--- config.mk ---
export PLATFORM = sky130hd
export DESIGN_NAME = lcd_boot_seq
export DESIGN_NICKNAME = d
export VERILOG_FILES = /design/src/rtl/lcd_boot_pkg.sv /design/src/rtl/lcd_boot_rom.sv /design/src/rtl/lcd_us_timer.sv /design/src/rtl/lcd_bus_writer.sv /design/src/rtl/lcd_boot_seq.sv
export SDC_FILE = /design/constraint.sdc
export NUM_CORES = 1
export LEC_CHECK = 0
export BUFFER_PORTS_ARGS = -buffer_cell sky130_fd_sc_hd__buf_2
export CAP_MARGIN = 20
export CELL_PAD_IN_SITES_DETAIL_PLACEMENT = 0
export CELL_PAD_IN_SITES_GLOBAL_PLACEMENT = 1
export CORE_ASPECT_RATIO = 1.2
export CORE_MARGIN = 2
export CORE_UTILIZATION = 40
export DETAILED_ROUTE_END_ITERATION = 12
export PLACE_DENSITY_LB_ADDON = 0.1
export SYNTH_ARGS = -nofsm -noshare
export SYNTH_HDL_FRONTEND = slang
export SYNTH_HIERARCHICAL = 1
export SYNTH_SLANG_ARGS = --single-unit
export TNS_END_PERCENT = 10
--- constraint.sdc ---
create_clock -name clk -period 5 [get_ports clk]
set_input_delay 0.5 -clock clk [delete_from_list [all_inputs] [get_ports clk]]
set_output_delay 0.5 -clock clk [all_outputs]
set_load 0.02 [all_outputs]
--- src/rtl/lcd_boot_pkg.sv ---
package lcd_boot_pkg;
  localparam logic [7:0] END_MARK = 8'hFF;

  typedef enum logic [3:0] {
    S_IDLE, S_RSTLO, S_SETTLE, S_A_CMD, S_A_CNT, S_A_DLY, S_A_PAR0,
    S_CMD_W, S_PAR_ISSUE, S_PAR_W, S_POST, S_WAIT, S_DONE
  } seq_state_t;

  typedef enum logic [1:0] { W_IDLE, W_SET, W_LOW, W_HOLD } wr_state_t;
endpackage

--- src/rtl/lcd_boot_rom.sv ---
module lcd_boot_rom #(
  parameter int AW = 6
) (
  input  logic          clk,
  input  logic [AW-1:0] addr,
  output logic [7:0]    q
);
  // Entry: command, count, delay (ms), parameters; count 0xFF ends the table
  function automatic logic [7:0] rom_byte(input logic [AW-1:0] a);
    case (int'(a))
      0: rom_byte = 8'hE2;  1: rom_byte = 8'd3;  2: rom_byte = 8'd0;
      3: rom_byte = 8'h1D;  4: rom_byte = 8'h02; 5: rom_byte = 8'h04;
      6: rom_byte = 8'hE0;  7: rom_byte = 8'd1;  8: rom_byte = 8'd1;
      9: rom_byte = 8'h01;
      10: rom_byte = 8'hE0; 11: rom_byte = 8'd1; 12: rom_byte = 8'd5;
      13: rom_byte = 8'h03;
      14: rom_byte = 8'h01; 15: rom_byte = 8'd0; 16: rom_byte = 8'd5;
      17: rom_byte = 8'hB0; 18: rom_byte = 8'd7; 19: rom_byte = 8'd0;
      20: rom_byte = 8'h20; 21: rom_byte = 8'h00; 22: rom_byte = 8'h01;
      23: rom_byte = 8'hDF; 24: rom_byte = 8'h01; 25: rom_byte = 8'h0F;
      26: rom_byte = 8'h00;
      27: rom_byte = 8'hB4; 28: rom_byte = 8'd8; 29: rom_byte = 8'd0;
      30: rom_byte = 8'h02; 31: rom_byte = 8'h13; 32: rom_byte = 8'h00;
      33: rom_byte = 8'h2B; 34: rom_byte = 8'h0A; 35: rom_byte = 8'h00;
      36: rom_byte = 8'h08; 37: rom_byte = 8'h00;
      38: rom_byte = 8'hB6; 39: rom_byte = 8'd7; 40: rom_byte = 8'd0;
      41: rom_byte = 8'h01; 42: rom_byte = 8'h20; 43: rom_byte = 8'h00;
      44: rom_byte = 8'h0C; 45: rom_byte = 8'h0A; 46: rom_byte = 8'h00;
      47: rom_byte = 8'h01;
      48: rom_byte = 8'hF0; 49: rom_byte = 8'd1; 50: rom_byte = 8'd0;
      51: rom_byte = 8'h03;
      52: rom_byte = 8'h29; 53: rom_byte = 8'd0; 54: rom_byte = 8'd0;
      55: rom_byte = 8'h00; 56: rom_byte = 8'hFF;
      default: rom_byte = 8'hFF;
    endcase
  endfunction

  always_ff @(posedge clk) q <= rom_byte(addr);
endmodule

--- src/rtl/lcd_us_timer.sv ---
module lcd_us_timer #(
  parameter int US_CLKS = 50,
  parameter int TW      = 20
) (
  input  logic          clk,
  input  logic          rst,
  input  logic          load,
  input  logic [TW-1:0] load_us,
  output logic          expired
);
  localparam int PW = $clog2(US_CLKS) + 1;
  localparam logic [PW-1:0] PRE_LAST = PW'(US_CLKS - 1);

  logic [PW-1:0] pre;
  logic [TW-1:0] remain;

  always_ff @(posedge clk) begin
    if (rst) begin
      pre    <= '0;
      remain <= '0;
    end else if (load) begin
      pre    <= '0;
      remain <= load_us;
    end else if (remain != '0) begin
      if (pre == PRE_LAST) begin
        pre    <= '0;
        remain <= remain - 1'b1;
      end else begin
        pre <= pre + 1'b1;
      end
    end
  end

  assign expired = (remain == '0);
endmodule

--- src/rtl/lcd_bus_writer.sv ---
module lcd_bus_writer
  import lcd_boot_pkg::*;
#(
  parameter int WR_LOW = 2,
  parameter int DW     = 16
) (
  input  logic          clk,
  input  logic          rst,
  input  logic          req,
  input  logic          req_dc,
  input  logic [DW-1:0] req_data,
  output logic          wdone,
  output logic          cs_n,
  output logic          wr_n,
  output logic          dc,
  output logic [DW-1:0] db
);
  localparam int CW = $clog2(WR_LOW) + 1;
  localparam logic [CW-1:0] LOW_LAST = CW'(WR_LOW - 1);

  wr_state_t     st;
  logic [CW-1:0] cnt;

  always_ff @(posedge clk) begin
    if (rst) begin
      st    <= W_IDLE;
      cnt   <= '0;
      wdone <= 1'b0;
      cs_n  <= 1'b1;
      wr_n  <= 1'b1;
      dc    <= 1'b1;
      db    <= '0;
    end else begin
      wdone <= 1'b0;
      case (st)
        W_IDLE: if (req) begin
          cs_n <= 1'b0;
          dc   <= req_dc;
          db   <= req_data;
          st   <= W_SET;
        end
        W_SET: begin
          wr_n <= 1'b0;
          cnt  <= '0;
          st   <= W_LOW;
        end
        W_LOW: begin
          if (cnt == LOW_LAST) begin
            wr_n <= 1'b1;
            st   <= W_HOLD;
          end else begin
            cnt <= cnt + 1'b1;
          end
        end
        default: begin
          cs_n  <= 1'b1;
          wdone <= 1'b1;
          st    <= W_IDLE;
        end
      endcase
    end
  end
endmodule

--- src/rtl/lcd_boot_seq.sv ---
module lcd_boot_seq
  import lcd_boot_pkg::*;
#(
  parameter int US_CLKS = 50,
  parameter int MS_US   = 1000,
  parameter int RST_US  = 100,
  parameter int WR_LOW  = 2,
  parameter int ROM_AW  = 6
) (
  input  logic        clk,
  input  logic        rst,
  input  logic        start,
  output logic        busy,
  output logic        done,
  output logic        lcd_cs_n,
  output logic        lcd_wr_n,
  output logic        lcd_dc,
  output logic [15:0] lcd_db,
  output logic        lcd_rst_n,
  output logic        backlight
);
  localparam int TW = $clog2(255 * MS_US + RST_US + 1) + 1;
  localparam logic [TW-1:0] MS_W  = TW'(MS_US);
  localparam logic [TW-1:0] RST_W = TW'(RST_US);

  seq_state_t        st;
  logic [ROM_AW-1:0] ptr;
  logic [7:0]        rom_q, cmd, cnt, dly;
  logic              t_load, t_exp;
  logic [TW-1:0]     t_val;
  logic              w_req, w_dc, w_done;
  logic [15:0]       w_data;

  lcd_boot_rom #(.AW(ROM_AW)) u_rom (.clk(clk), .addr(ptr), .q(rom_q));

  lcd_us_timer #(.US_CLKS(US_CLKS), .TW(TW)) u_tmr (
    .clk(clk), .rst(rst), .load(t_load), .load_us(t_val), .expired(t_exp));

  lcd_bus_writer #(.WR_LOW(WR_LOW), .DW(16)) u_wr (
    .clk(clk), .rst(rst), .req(w_req), .req_dc(w_dc), .req_data(w_data),
    .wdone(w_done), .cs_n(lcd_cs_n), .wr_n(lcd_wr_n), .dc(lcd_dc), .db(lcd_db));

  always_ff @(posedge clk) begin
    if (rst) begin
      st        <= S_IDLE;
      ptr       <= '0;
      cmd       <= '0;
      cnt       <= '0;
      dly       <= '0;
      busy      <= 1'b0;
      done      <= 1'b0;
      lcd_rst_n <= 1'b1;
      backlight <= 1'b0;
      t_load    <= 1'b0;
      t_val     <= '0;
      w_req     <= 1'b0;
      w_dc      <= 1'b1;
      w_data    <= '0;
    end else begin
      t_load <= 1'b0;
      w_req  <= 1'b0;
      case (st)
        S_IDLE: if (start) begin
          busy      <= 1'b1;
          done      <= 1'b0;
          backlight <= 1'b0;
          lcd_rst_n <= 1'b0;
          t_load    <= 1'b1;
          t_val     <= RST_W;
          st        <= S_RSTLO;
        end
        S_RSTLO: if (!t_load && t_exp) begin
          lcd_rst_n <= 1'b1;
          t_load    <= 1'b1;
          t_val     <= RST_W;
          st        <= S_SETTLE;
        end
        S_SETTLE: if (!t_load && t_exp) begin
          ptr <= '0;
          st  <= S_A_CMD;
        end
        S_A_CMD: begin
          ptr <= ptr + 1'b1;
          st  <= S_A_CNT;
        end
        S_A_CNT: begin
          cmd <= rom_q;
          ptr <= ptr + 1'b1;
          st  <= S_A_DLY;
        end
        S_A_DLY: begin
          cnt <= rom_q;
          if (rom_q == END_MARK) begin
            st <= S_DONE;
          end else begin
            ptr <= ptr + 1'b1;
            st  <= S_A_PAR0;
          end
        end
        S_A_PAR0: begin
          dly    <= rom_q;
          w_req  <= 1'b1;
          w_dc   <= 1'b0;
          w_data <= {8'h00, cmd};
          st     <= S_CMD_W;
        end
        S_CMD_W, S_PAR_W: if (w_done) begin
          st <= (cnt == 8'd0) ? S_POST : S_PAR_ISSUE;
        end
        S_PAR_ISSUE: begin
          w_req  <= 1'b1;
          w_dc   <= 1'b1;
          w_data <= {8'h00, rom_q};
          ptr    <= ptr + 1'b1;
          cnt    <= cnt - 1'b1;
          st     <= S_PAR_W;
        end
        S_POST: begin
          if (dly != 8'd0) begin
            t_load <= 1'b1;
            t_val  <= TW'(dly) * MS_W;
            st     <= S_WAIT;
          end else begin
            st <= S_A_CMD;
          end
        end
        S_WAIT: if (!t_load && t_exp) st <= S_A_CMD;
        default: begin
          busy      <= 1'b0;
          done      <= 1'b1;
          backlight <= 1'b1;
          st        <= S_IDLE;
        end
      endcase
    end
  end
endmodule

==> out/qor.csv, run 1 <==
stage,metric,value,unit
floorplanning,core-area,18200,um^2
outcome,status,"finished, final reports clean",
timing,fin_tns_setup,0,ns
pwr,intPower,0.00228,W
run,maxCapViolCount,0,
worst_setup_path,path_max_fanout,6,
drt,ant_nets,0,
timing,finalHoldViolCount,0,
clocking,cts-root-buf,clkbuf_16,
global_route,grt_pass1_wl,30000,um
drt,via_per_inst,5.49,
timing,setup_viol,0,
timing,maxSlewHeadroom,0.375,
final_layout,layout.nets,972,
floorplanning,start_util,0.410,
clocking,cts_resized,0,
timing,period_share,0.846,
synthesis,yosysUniqueCellTypes,80,
pwr,p_comb_frac,0.301,
worst_setup_path,cp.required,5.30,ns
placed_design,hpwl,12300,um
final_layout,layout.cells.most_common,dfxtp_1,
global_route,grt_overflow,0,
timing,rsz0062_at_grt,no,
floorplanning,io_pins,26,
synthesis,ys_seq_area_frac,0.327,
final_layout,area_delta_synth_final,10.4,%
synthesis,ys_seq_elements,122,
clocking,cts_buffer_depth,2,
drt,dr.pass1.iters,4,
synthesis,avgSynthCellArea,8.46,um^2
synthesis,async_flop_share,0,
clocking,cts_setup_buffers,0,
worst_setup_path,critical_path_arrival,4.53,ns
worst_setup_path,critPathLaunchType,flip-flop,
final_layout,finalNonFillerCells,1126,
drt,drtIter0Drc,311,
worst_setup_path,path_class,flip-flop to flip-flop,
timing,final.setup.worst_slack,0.770,ns
timing,clock.fmax,236,MHz
final_layout,drive_above_1_share,0.0820,
global_route,track_usage,0.186,
synthesis,synth_cells,884,
final_layout,insertedDiodeCount,0,
pwr,switching_share,0.368,
clocking,clk_pin_slew,0.06,ns
placed_design,place_ws,0.773,ns
timing,worst_pin_slew,0.936,ns
placed_design,place_congestion,0.852,
global_route,antenna_found_initial,0,
drt,vias,6178,
final_layout,fillers,1824,
pwr,pwr-share-clk,0.335,
worst_setup_path,end_kind,flip-flop,
worst_setup_path,rr_worst_depth,13,
pwr,p_per_area,437,nW/um^2
timing,fin_crit,4.23,ns
min_path,holdPathStages,4,
min_path,hold_path.class,primary input to flip-flop,
pwr,seqPwrFrac,0.364,
global_route,grt_pass1_vias,6213,
drt,drt-wirelength-per-cell,15.6,um
synthesis,synth-edff-count,0,
pwr,ir_drop,0.237,mV
pwr,p_sw,0.00133,W
floorplanning,dieWidth,129,um
timing,fin_skew,0.0123,ns
floorplanning,rows,54,
clocking,h-tree-depth,4,
timing,slew_viol_final,0,
synthesis,yosys_warnings,6,
floorplanning,dieArea,19800,um^2
drt,drt_drc_violations_left,0,
placed_design,portBuffers,25,
placed_design,dp_cells,1095,
floorplanning,die_h,154,um
synthesis,synth_flop_cell,dfxtp_1,
pwr,p_leak,3.31,nW
clocking,clk_latency,0.42,ns
clocking,cts_tree,done,
clocking,cts_sinks,122,
drt,totalWireLength,17500,um
synthesis,synth_area,7480,um^2
clocking,hold_buffers,0,
global_route,grt_start_max_net_pins,69,
final_layout,final_cell_mix,"122 x dfxtp_1, 110 x nand2_1, 74 x a21oi_1",
clocking,cts_buffers,17,
power by group through the flow:
stage	clock (W)	sequential [W]	combinational [W]
5_1_grt	0.00128	0.00134	0.00123
4_1_cts	0.00124	0.00131	0.00109
6_report	0.00121	0.00131	0.00108
2_1_floorplan	0	0.00127	0.000886
3_5_place_dp	0	0.00133	0.00108
3_3_place_gp	0	0.00133	0.00106
cells in the mapped netlist, types with 5 or more instances:
library cell,count,area (um^2)
dfxtp_1,122,2440
nand2_1,110,413
a21oi_1,74,370
nor2_1,70,263
inv_1,62,233
ha_1,58,726
clkbuf_1,28,105
o21ai_0,27,135
a211oi_1,22,165
fa_1,21,420
nor3_1,17,85.1
nand3_1,16,80.1
nor2b_1,15,93.8
xnor2_1,15,131
a311oi_1,14,123
buf_2,12,60.1
or3_1,12,75.1
nand2b_1,10,62.6
o21a_1,10,75.1
a31oi_1,9,56.3
xor2_1,9,78.8
nand3b_1,8,60.1
o211ai_1,8,60.1
a21o_1,7,52.6
a22oi_1,7,52.6
mux2i_1,7,70.1
nand4_1,6,37.5
a22o_1,5,43.8
and3_1,5,31.3
buf_6,5,56.3
nor4_1,5,31.3
o31a_1,5,43.8
cell type report:
| type | count | area, um^2 | share of cell area |
|---|---|---|---|
| multi-input cells | 656 | 4560 | 0.553 |
| flip-flops and latches | 122 | 2440 | 0.296 |
| clock buffers | 18 | 429 | 0.0520 |
| well taps | 224 | 280 | 0.0339 |
| inverters | 65 | 244 | 0.0296 |
| repair buffers | 28 | 150 | 0.0182 |
| clock inverters | 13 | 145 | 0.0176 |
cells by family after synthesis:
logic type                 share of synthesized area
DFF                                            0.327
xor gates and xnor gates                      0.0281
buffers and inverters                         0.0682
and+or+nand+nor                                0.204
other                                       0.000501
adders and majority gates                      0.153
muxes                                         0.0169
AOI/OAI and AO/OA                              0.203
metal layers:
| layer | GRT usage | up-vias | part of all wire |
|---|---|---|---|
| li1 | - | 3120 | - |
| met1 | 0.228 | 2960 | 0.45 |
| met2 | 0.326 | 71 | 0.51 |
| met3 | 0.0313 | 27 | 0.021 |
| met4 | 0.0642 | 0 | 0.021 |
| met5 | 0 | - | 0 |
registers in the layout, indices dropped and copies added, names as in the netlist, 2 cells and up:
| signal | flops |
|---|---|
| u_tmr/remain | 19 |
| t_val | 16 |
| u_wr/db | 16 |
| cmd | 8 |
| cnt | 8 |
| dly | 8 |
| u_rom/q | 8 |
| w_data | 8 |
| u_tmr/pre | 7 |
| ptr | 6 |
| st | 4 |
| u_wr/cnt | 2 |
| u_wr/st | 2 |
final timing paths:
path	start	endpoint	slack [ns]
max	dly[5]	t_val[17]	0.77
min	start	lcd_rst_n	0.45
max reg2reg	dly[5]	t_val[17]	0.77
min reg2reg	lcd_rst_n	lcd_rst_n	0.45
through the flow:
stage | instance area (um^2) | hold slack, ns | utilization | total power [W]
floorplan | 7520 | 0.430 | - | 0.00215
global placement | 7680 | 0.440 | 0.421 | 0.00239
detailed placement | 7680 | 0.447 | 0.421 | 0.00242
CTS | 8260 | 0.429 | 0.453 | 0.00364
global route | 8260 | 0.476 | 0.453 | 0.00386
finish | 8260 | 0.449 | 0.453 | 0.00361
worst max-delay path: stages (launching register included):
cell	delay [ns]
dfxtp_1	0.49
inv_1	0.20
fa_1	0.54
inv_1	0.05
fa_1	0.47
fa_1	0.49
ha_1	0.31
ha_1	0.37
a21o_1	0.18
a21o_1	0.18
a21o_1	0.20
a221oi_1	0.34
xnor2_1	0.10
a22o_1	0.19
No activity file was read; power rests on OpenSTA's default activity.
==> run 2: changes to the inputs <==
Settings changed: ABC_AREA set to 1.
Clock period 5 ns to 4.3 ns, I/O delays scaled along.
==> out/qor.csv, run 2 <==
stage,metric,value,unit
clocking,cts_setup_buffers,0,
synthesis,synth_top_cell_area_share,0.300,
synthesis,synth_cells,1163,
drt,drt_drc_violations_left,0,
placed_design,place_ws,0.543,ns
synthesis,avgSynthCellArea,7.00,um^2
worst_setup_path,critPathLaunchType,flip-flop,
run,maxCapViolCount,0,
final_layout,finalNonFillerCells,1463,
synthesis,synth-edff-count,0,
min_path,worstHoldStart,rst,
floorplanning,start_util,0.405,
worst_setup_path,slowest_delay,0.52,ns
global_route,grt_pass1_vias,6958,
worst_setup_path,path_class,flip-flop to flip-flop,
synthesis,synthTopCellsByCount,"276 x nand2_1, 136 x nor2_1, 132 x inv_1, 122 x dfxtp_1, 93 x nand3_1",
floorplanning,die_h,160,um
drt,maxUsedRoutingLayer,met4,
timing,maxSlewHeadroom,0.481,
clocking,cts_buffer_depth,2,
worst_setup_path,end_kind,flip-flop,
final_layout,layout.nets,1267,
clocking,clk_pin_slew,0.06,ns
worst_setup_path,path_buf_inv,2,
drt,drt-wirelength-per-cell,13.3,um
min_path,hold_path.class,primary input to flip-flop,
floorplanning,io_pins,26,
drt,totalWireLength,19500,um
timing,period_share,0.870,
final_layout,layout.cells.most_common,nand2_1,
worst_setup_path,cp.required,4.58,ns
global_route,grt_pass1_wl,33400,um
worst_setup_path,critical_path_arrival,4.02,ns
timing,slew_viol_final,0,
floorplanning,core-area,20100,um^2
synthesis,yosys_warnings,6,
pwr,ir_drop,0.306,mV
timing,finalHoldViolCount,0,
clocking,hold_buffers,0,
synthesis,async_flop_share,0,
drt,wirelength_met1,8840,um
pwr,p_per_area,591,nW/um^2
global_route,grt_overflow,0,
drt,via_per_inst,4.86,
synthesis,ys_seq_elements,122,
floorplanning,dieWidth,134,um
drt,dr.pass1.iters,5,
final_layout,area_delta_synth_final,10.6,%
timing,hold_slack,0.247,ns
worst_setup_path,cpMostUsedCell,fa_1,
clocking,cts-root-buf,clkbuf_16,
timing,fin_skew,0.0125,ns
final_layout,drive_above_1_share,0.129,
global_route,track_usage,0.192,
global_route,antenna_found_initial,0,
worst_setup_path,reg2reg_from,dly[1],
final_layout,top_regs,"u_tmr/remain (19), t_val (16), u_wr/db (16)",
worst_setup_path,worstSetupStartpoint,dly[1],
pwr,fin_total_pwr,0.00532,W
synthesis,yosysUniqueCellTypes,47,
worst_setup_path,crit_family,adder cells,
floorplanning,dieArea,21500,um^2
clocking,h-tree-depth,4,
floorplanning,rows,57,
synthesis,synth_top_area_cell,dfxtp_1,
synthesis,synth_area,8140,um^2
synthesis,netlist_top_cells_area,"dfxtp_1 30%, nand2_1 13%, ha_1 8.9%, nor2_1 6.3%, inv_1 6.1%",
timing,fin_tns_setup,0,ns
synthesis,ys_seq_area_frac,0.300,
timing,final.setup.worst_slack,0.560,ns
drt,ant_nets,0,
final_layout,regMostFlops,u_tmr/remain,
placed_design,hpwl,14400,um
outcome,status,"finished, final reports clean",
worst_setup_path,path_max_fanout,7,
worst_setup_path,worstPathCellList,fa_1 -> xor2_1 -> ha_1 -> inv_1 -> fa_1 -> fa_1 -> inv_1 -> ha_1 -> nand2_1 -> nand2_1 -> o21bai_1 -> or2_2 -> nand3_1 -> a21oi_1,
drt,wl_met2,9930,um
timing,setup_viol,0,
clocking,cts_tree,done,
placed_design,place_congestion,0.821,
global_route,grt_start_max_net_pins,48,
timing,rsz0062_at_grt,no,
clocking,cts_sinks,122,
clocking,cts_buffers,17,
clocking,cts_resized,0,
clocking,clk_latency,0.43,ns
synthesis,synth.most_common_cell,nand2_1,
final_layout,insertedDiodeCount,0,
final_layout,largest_reg_flops,19,
final_layout,final_cell_mix,"276 x nand2_1, 136 x nor2_1, 132 x inv_1",
timing,worst_pin_slew,0.778,ns
synthesis,synth_flop_cell,dfxtp_1,
placed_design,dp_cells,1431,
drt,met3_length,452,um
pwr,p_leak,4.30,nW
drt,drtIter0Drc,298,
timing,fin_crit,3.74,ns
placed_design,portBuffers,25,
worst_setup_path,slowest_stage,fa_1,
drt,vias,7106,
timing,clock.fmax,267,MHz
-- run 2: layout make-up --
| type | instances | area, um^2 |
|---|---|---|
| Clock buffer | 18 | 439 |
| Timing Repair Buffer | 27 | 140 |
| Fill cell | 2192 | 11100 |
| Tap cell | 265 | 332 |
| Sequential cell | 122 | 2440 |
| Multi-Input combinational cell | 869 | 4900 |
| Inverter | 148 | 576 |
| Clock inverter | 14 | 174 |
-- run 2: final timing paths --
kind,end,slack (ns),cells past startpoint
setup / recovery,t_val[10],0.56,14
hold / removal,u_tmr/remain[0],0.25,2
setup reg to reg,t_val[10],0.56,14
hold reg to reg,u_wr/cs_n,0.45,1
-- run 2: cells by family (layout without fill, tap and decap cells) --
| kind of cell | Yosys count | after routing | share of synthesized area |
|---|---|---|---|
| simple gates | 599 | 599 | 0.329 |
| fa+ha+maj | 79 | 79 | 0.141 |
| other cells | 1 | 11 | 0.000461 |
| flops | 122 | 122 | 0.300 |
| xor+xnor | 8 | 8 | 0.00861 |
| buf+inv | 182 | 207 | 0.103 |
| compound gates | 172 | 172 | 0.118 |
-- run 2: layer usage --
metal,track usage,vias up
met2,0.348,70
met3,0.0381,20
li1,-,3760
met4,0.0455,0
met1,0.232,3256
met5,0,-
-- run 2: where the power goes --
group          internal [W]  total (W)  switching [W]  leakage [nW]
Combinational      0.000758    0.00233        0.00157          3.01
Clock              0.000896    0.00149       0.000593         0.306
Sequential          0.00132    0.00150       0.000179         0.989
Total               0.00298    0.00532        0.00234          4.30
-- run 2: per-stage QoR --
step,util,cell area (um^2)
2_1_floorplan,-,8180
3_3_place_gp,0.417,8390
3_5_place_dp,0.417,8390
4_1_cts,0.448,9000
5_1_grt,0.448,9000
6_report,0.448,9000
==> run 3: changes to the inputs <==
Settings changed: CORE_UTILIZATION 40 to 47, SYNTH_HIERARCHICAL 1 to unset.
==> out/qor.csv, run 3 <==
stage,metric,value,unit
clocking,cts_buffers,17,
clocking,cts_tree,done,
synthesis,synth_top_cell_area_share,0.301,
floorplanning,rows,50,
final_layout,largest_reg_flops,19,
min_path,holdPathStages,3,
pwr,p_per_area,566,nW/um^2
clocking,cts_buffer_depth,2,
worst_setup_path,rr_worst_depth,15,
drt,ant_nets,0,
drt,drtIter0Drc,298,
clocking,cts_sinks,114,
placed_design,hpwl,13600,um
worst_setup_path,path_max_fanout,7,
drt,via_per_inst,5.13,
floorplanning,io_pins,26,
synthesis,ys_seq_area_frac,0.301,
timing,finalHoldViolCount,0,
timing,slew_viol_final,0,
worst_setup_path,path_class,flip-flop to flip-flop,
timing,fin_crit,3.91,ns
global_route,grt_start_max_net_pins,55,
global_route,antenna_found_initial,0,
synthesis,netlist_top_cells_area,"dfxtp_1 30%, nand2_1 10%, ha_1 10%, nor2_1 6.3%, inv_1 6.3%",
worst_setup_path,crit-reg2reg-capture,t_val[16],
global_route,grt_pass1_wl,30300,um
placed_design,dp_cells,1243,
synthesis,ys_seq_elements,114,
synthesis,synth_area,7580,um^2
synthesis,yosys_warnings,0,
timing,rsz0062_at_grt,no,
pwr,ir_drop,0.269,mV
clocking,cts-root-buf,clkbuf_16,
drt,drt-wirelength-per-cell,14.1,um
timing,worst_pin_slew,0.977,ns
global_route,track_usage,0.222,
worst_setup_path,critical_path_arrival,4.26,ns
final_layout,layout.cells.most_common,nand2_1,
placed_design,place_congestion,0.852,
timing,maxSlewHeadroom,0.348,
synthesis,async_flop_share,0,
clocking,hold_buffers,0,
synthesis,yosysUniqueCellTypes,55,
worst_setup_path,reg2reg_from,dly[1],
clocking,clk_pin_slew,0.06,ns
clocking,cts_setup_buffers,0,
placed_design,placed_area,7740,um^2
timing,period_share,0.910,
global_route,grt_overflow,0,
worst_setup_path,end_kind,flip-flop,
final_layout,area_delta_synth_final,9.57,%
min_path,hold_path.class,primary input to flip-flop,
floorplanning,die_h,143,um
worst_setup_path,cp.required,4.65,ns
floorplanning,core-area,15700,um^2
drt,drt_drc_violations_left,0,
outcome,status,"finished, final reports clean",
min_path,worstHoldStart,start,
drt,dr.pass1.iters,5,
final_layout,final_cell_mix,"209 x nand2_1, 128 x nor2_1, 127 x inv_1",
final_layout,finalNonFillerCells,1275,
timing,fin_skew,0.0111,ns
min_path,hold_end,busy,
timing,setup_viol,0,
clocking,clk_latency,0.42,ns
floorplanning,start_util,0.483,
run,maxCapViolCount,0,
synthesis,synthTopCellsByCount,"209 x nand2_1, 128 x nor2_1, 127 x inv_1, 114 x dfxtp_1, 83 x a21oi_1",
drt,totalWireLength,17900,um
final_layout,top_regs,"u_tmr.remain (19), t_val (16)",
synthesis,synth_top_area_cell,dfxtp_1,
synthesis,avgSynthCellArea,7.26,um^2
drt,vias,6541,
synthesis,synth_flop_cell,dfxtp_1,
floorplanning,dieWidth,120,um
floorplanning,dieArea,17200,um^2
synthesis,synth_cells,1044,
final_layout,drive_above_1_share,0.0984,
global_route,grt_pass1_vias,6386,
worst_setup_path,critPathLaunchType,flip-flop,
final_layout,regMostFlops,u_tmr.remain,
synthesis,synth-edff-count,0,
final_layout,layout.nets,1139,
synthesis,synth.most_common_cell,nand2_1,
timing,clock.fmax,256,MHz
clocking,cts_resized,0,
placed_design,portBuffers,17,
pwr,p_leak,3.85,nW
final_layout,finalInstanceArea,8310,um^2
timing,hold_slack,0.382,ns
final_layout,insertedDiodeCount,0,
clocking,h-tree-depth,4,
timing,fin_tns_setup,0,ns
worst_setup_path,r2r_slack,0.39,ns
[run 3: cell types whose count changed after synthesis, moves of 10 or more]
cell and change:
nand3_1 -42, o21ai_2 -10, nand2_1 -67, o21ai_0 +19, nor2_2 -22, nand2_2 -11, buf_6 -10
[run 3: report_power, final]
group,total [W],internal [W],switching [W],leakage (nW)
Combinational,0.00194,0.000657,0.00129,2.66
Sequential,0.00140,0.00124,0.000164,0.926
Clock,0.00136,0.000816,0.000543,0.267
Total,0.00470,0.00271,0.00199,3.85
[run 3: logic make-up (layout without fill, tap and decap cells)]
logic type               Yosys count  in the layout  synth area share
XOR/XNOR                          21             21            0.0243
other                              1              8          0.000495
AO/OA/AOI/OAI                    195            195             0.147
flip-flops                       114            114             0.301
adder cells (fa/ha/maj)           82             82             0.156
buffers and inverters            175            191             0.100
AND/OR/NAND/NOR                  456            456             0.270
[run 3: worst max-delay path by stage]
stage	endpoint	cells after the start	start
finish	t_val[16]	15	dly[1]
global route	t_val[17]	16	dly[5]
CTS	t_val[12]	14	dly[1]
detailed placement	t_val[12]	14	dly[1]
global placement	t_val[12]	14	dly[1]
floorplan	t_val[12]	14	dly[1]
[run 3: layout make-up]
class,instances,area (um^2)
fillers,1621,7390
repair buffers,20,108
flip-flops and latches,114,2280
clock buffers,19,443
inverters,139,523
multi-input cells,762,4570
well taps,208,260
clock inverters,13,126
[run 3: critical path, stage by stage (launching register included)]
cell and delay (ns):
dfxtp_1 0.50, fa_1 0.52, xor2_1 0.17, ha_1 0.27
inv_1 0.05, fa_1 0.47, fa_1 0.51, inv_1 0.04
ha_1 0.36, a21oi_1 0.24, nor2_1 0.06, o21ai_0 0.26
nand3_1 0.11, nand2_1 0.07, nand3_1 0.06, a21oi_1 0.15
[run 3: metrics by stage]
stage	setup slack, ns	util	total power (W)
6_report	0.387	0.529	0.00470
5_1_grt	0.115	0.529	0.00508
4_1_cts	0.400	0.529	0.00475
3_5_place_dp	0.418	0.493	0.00337
3_3_place_gp	0.474	0.493	0.00337
2_1_floorplan	0.707	-	0.00298
[run 3: routing by layer]
metal,global-route usage,vias to the layer above,share of wire
met5,0,-,0
met4,0.0923,0,0.025
met3,0.0327,33,0.016
met2,0.402,65,0.52
met1,0.260,3032,0.44
li1,-,3411,-
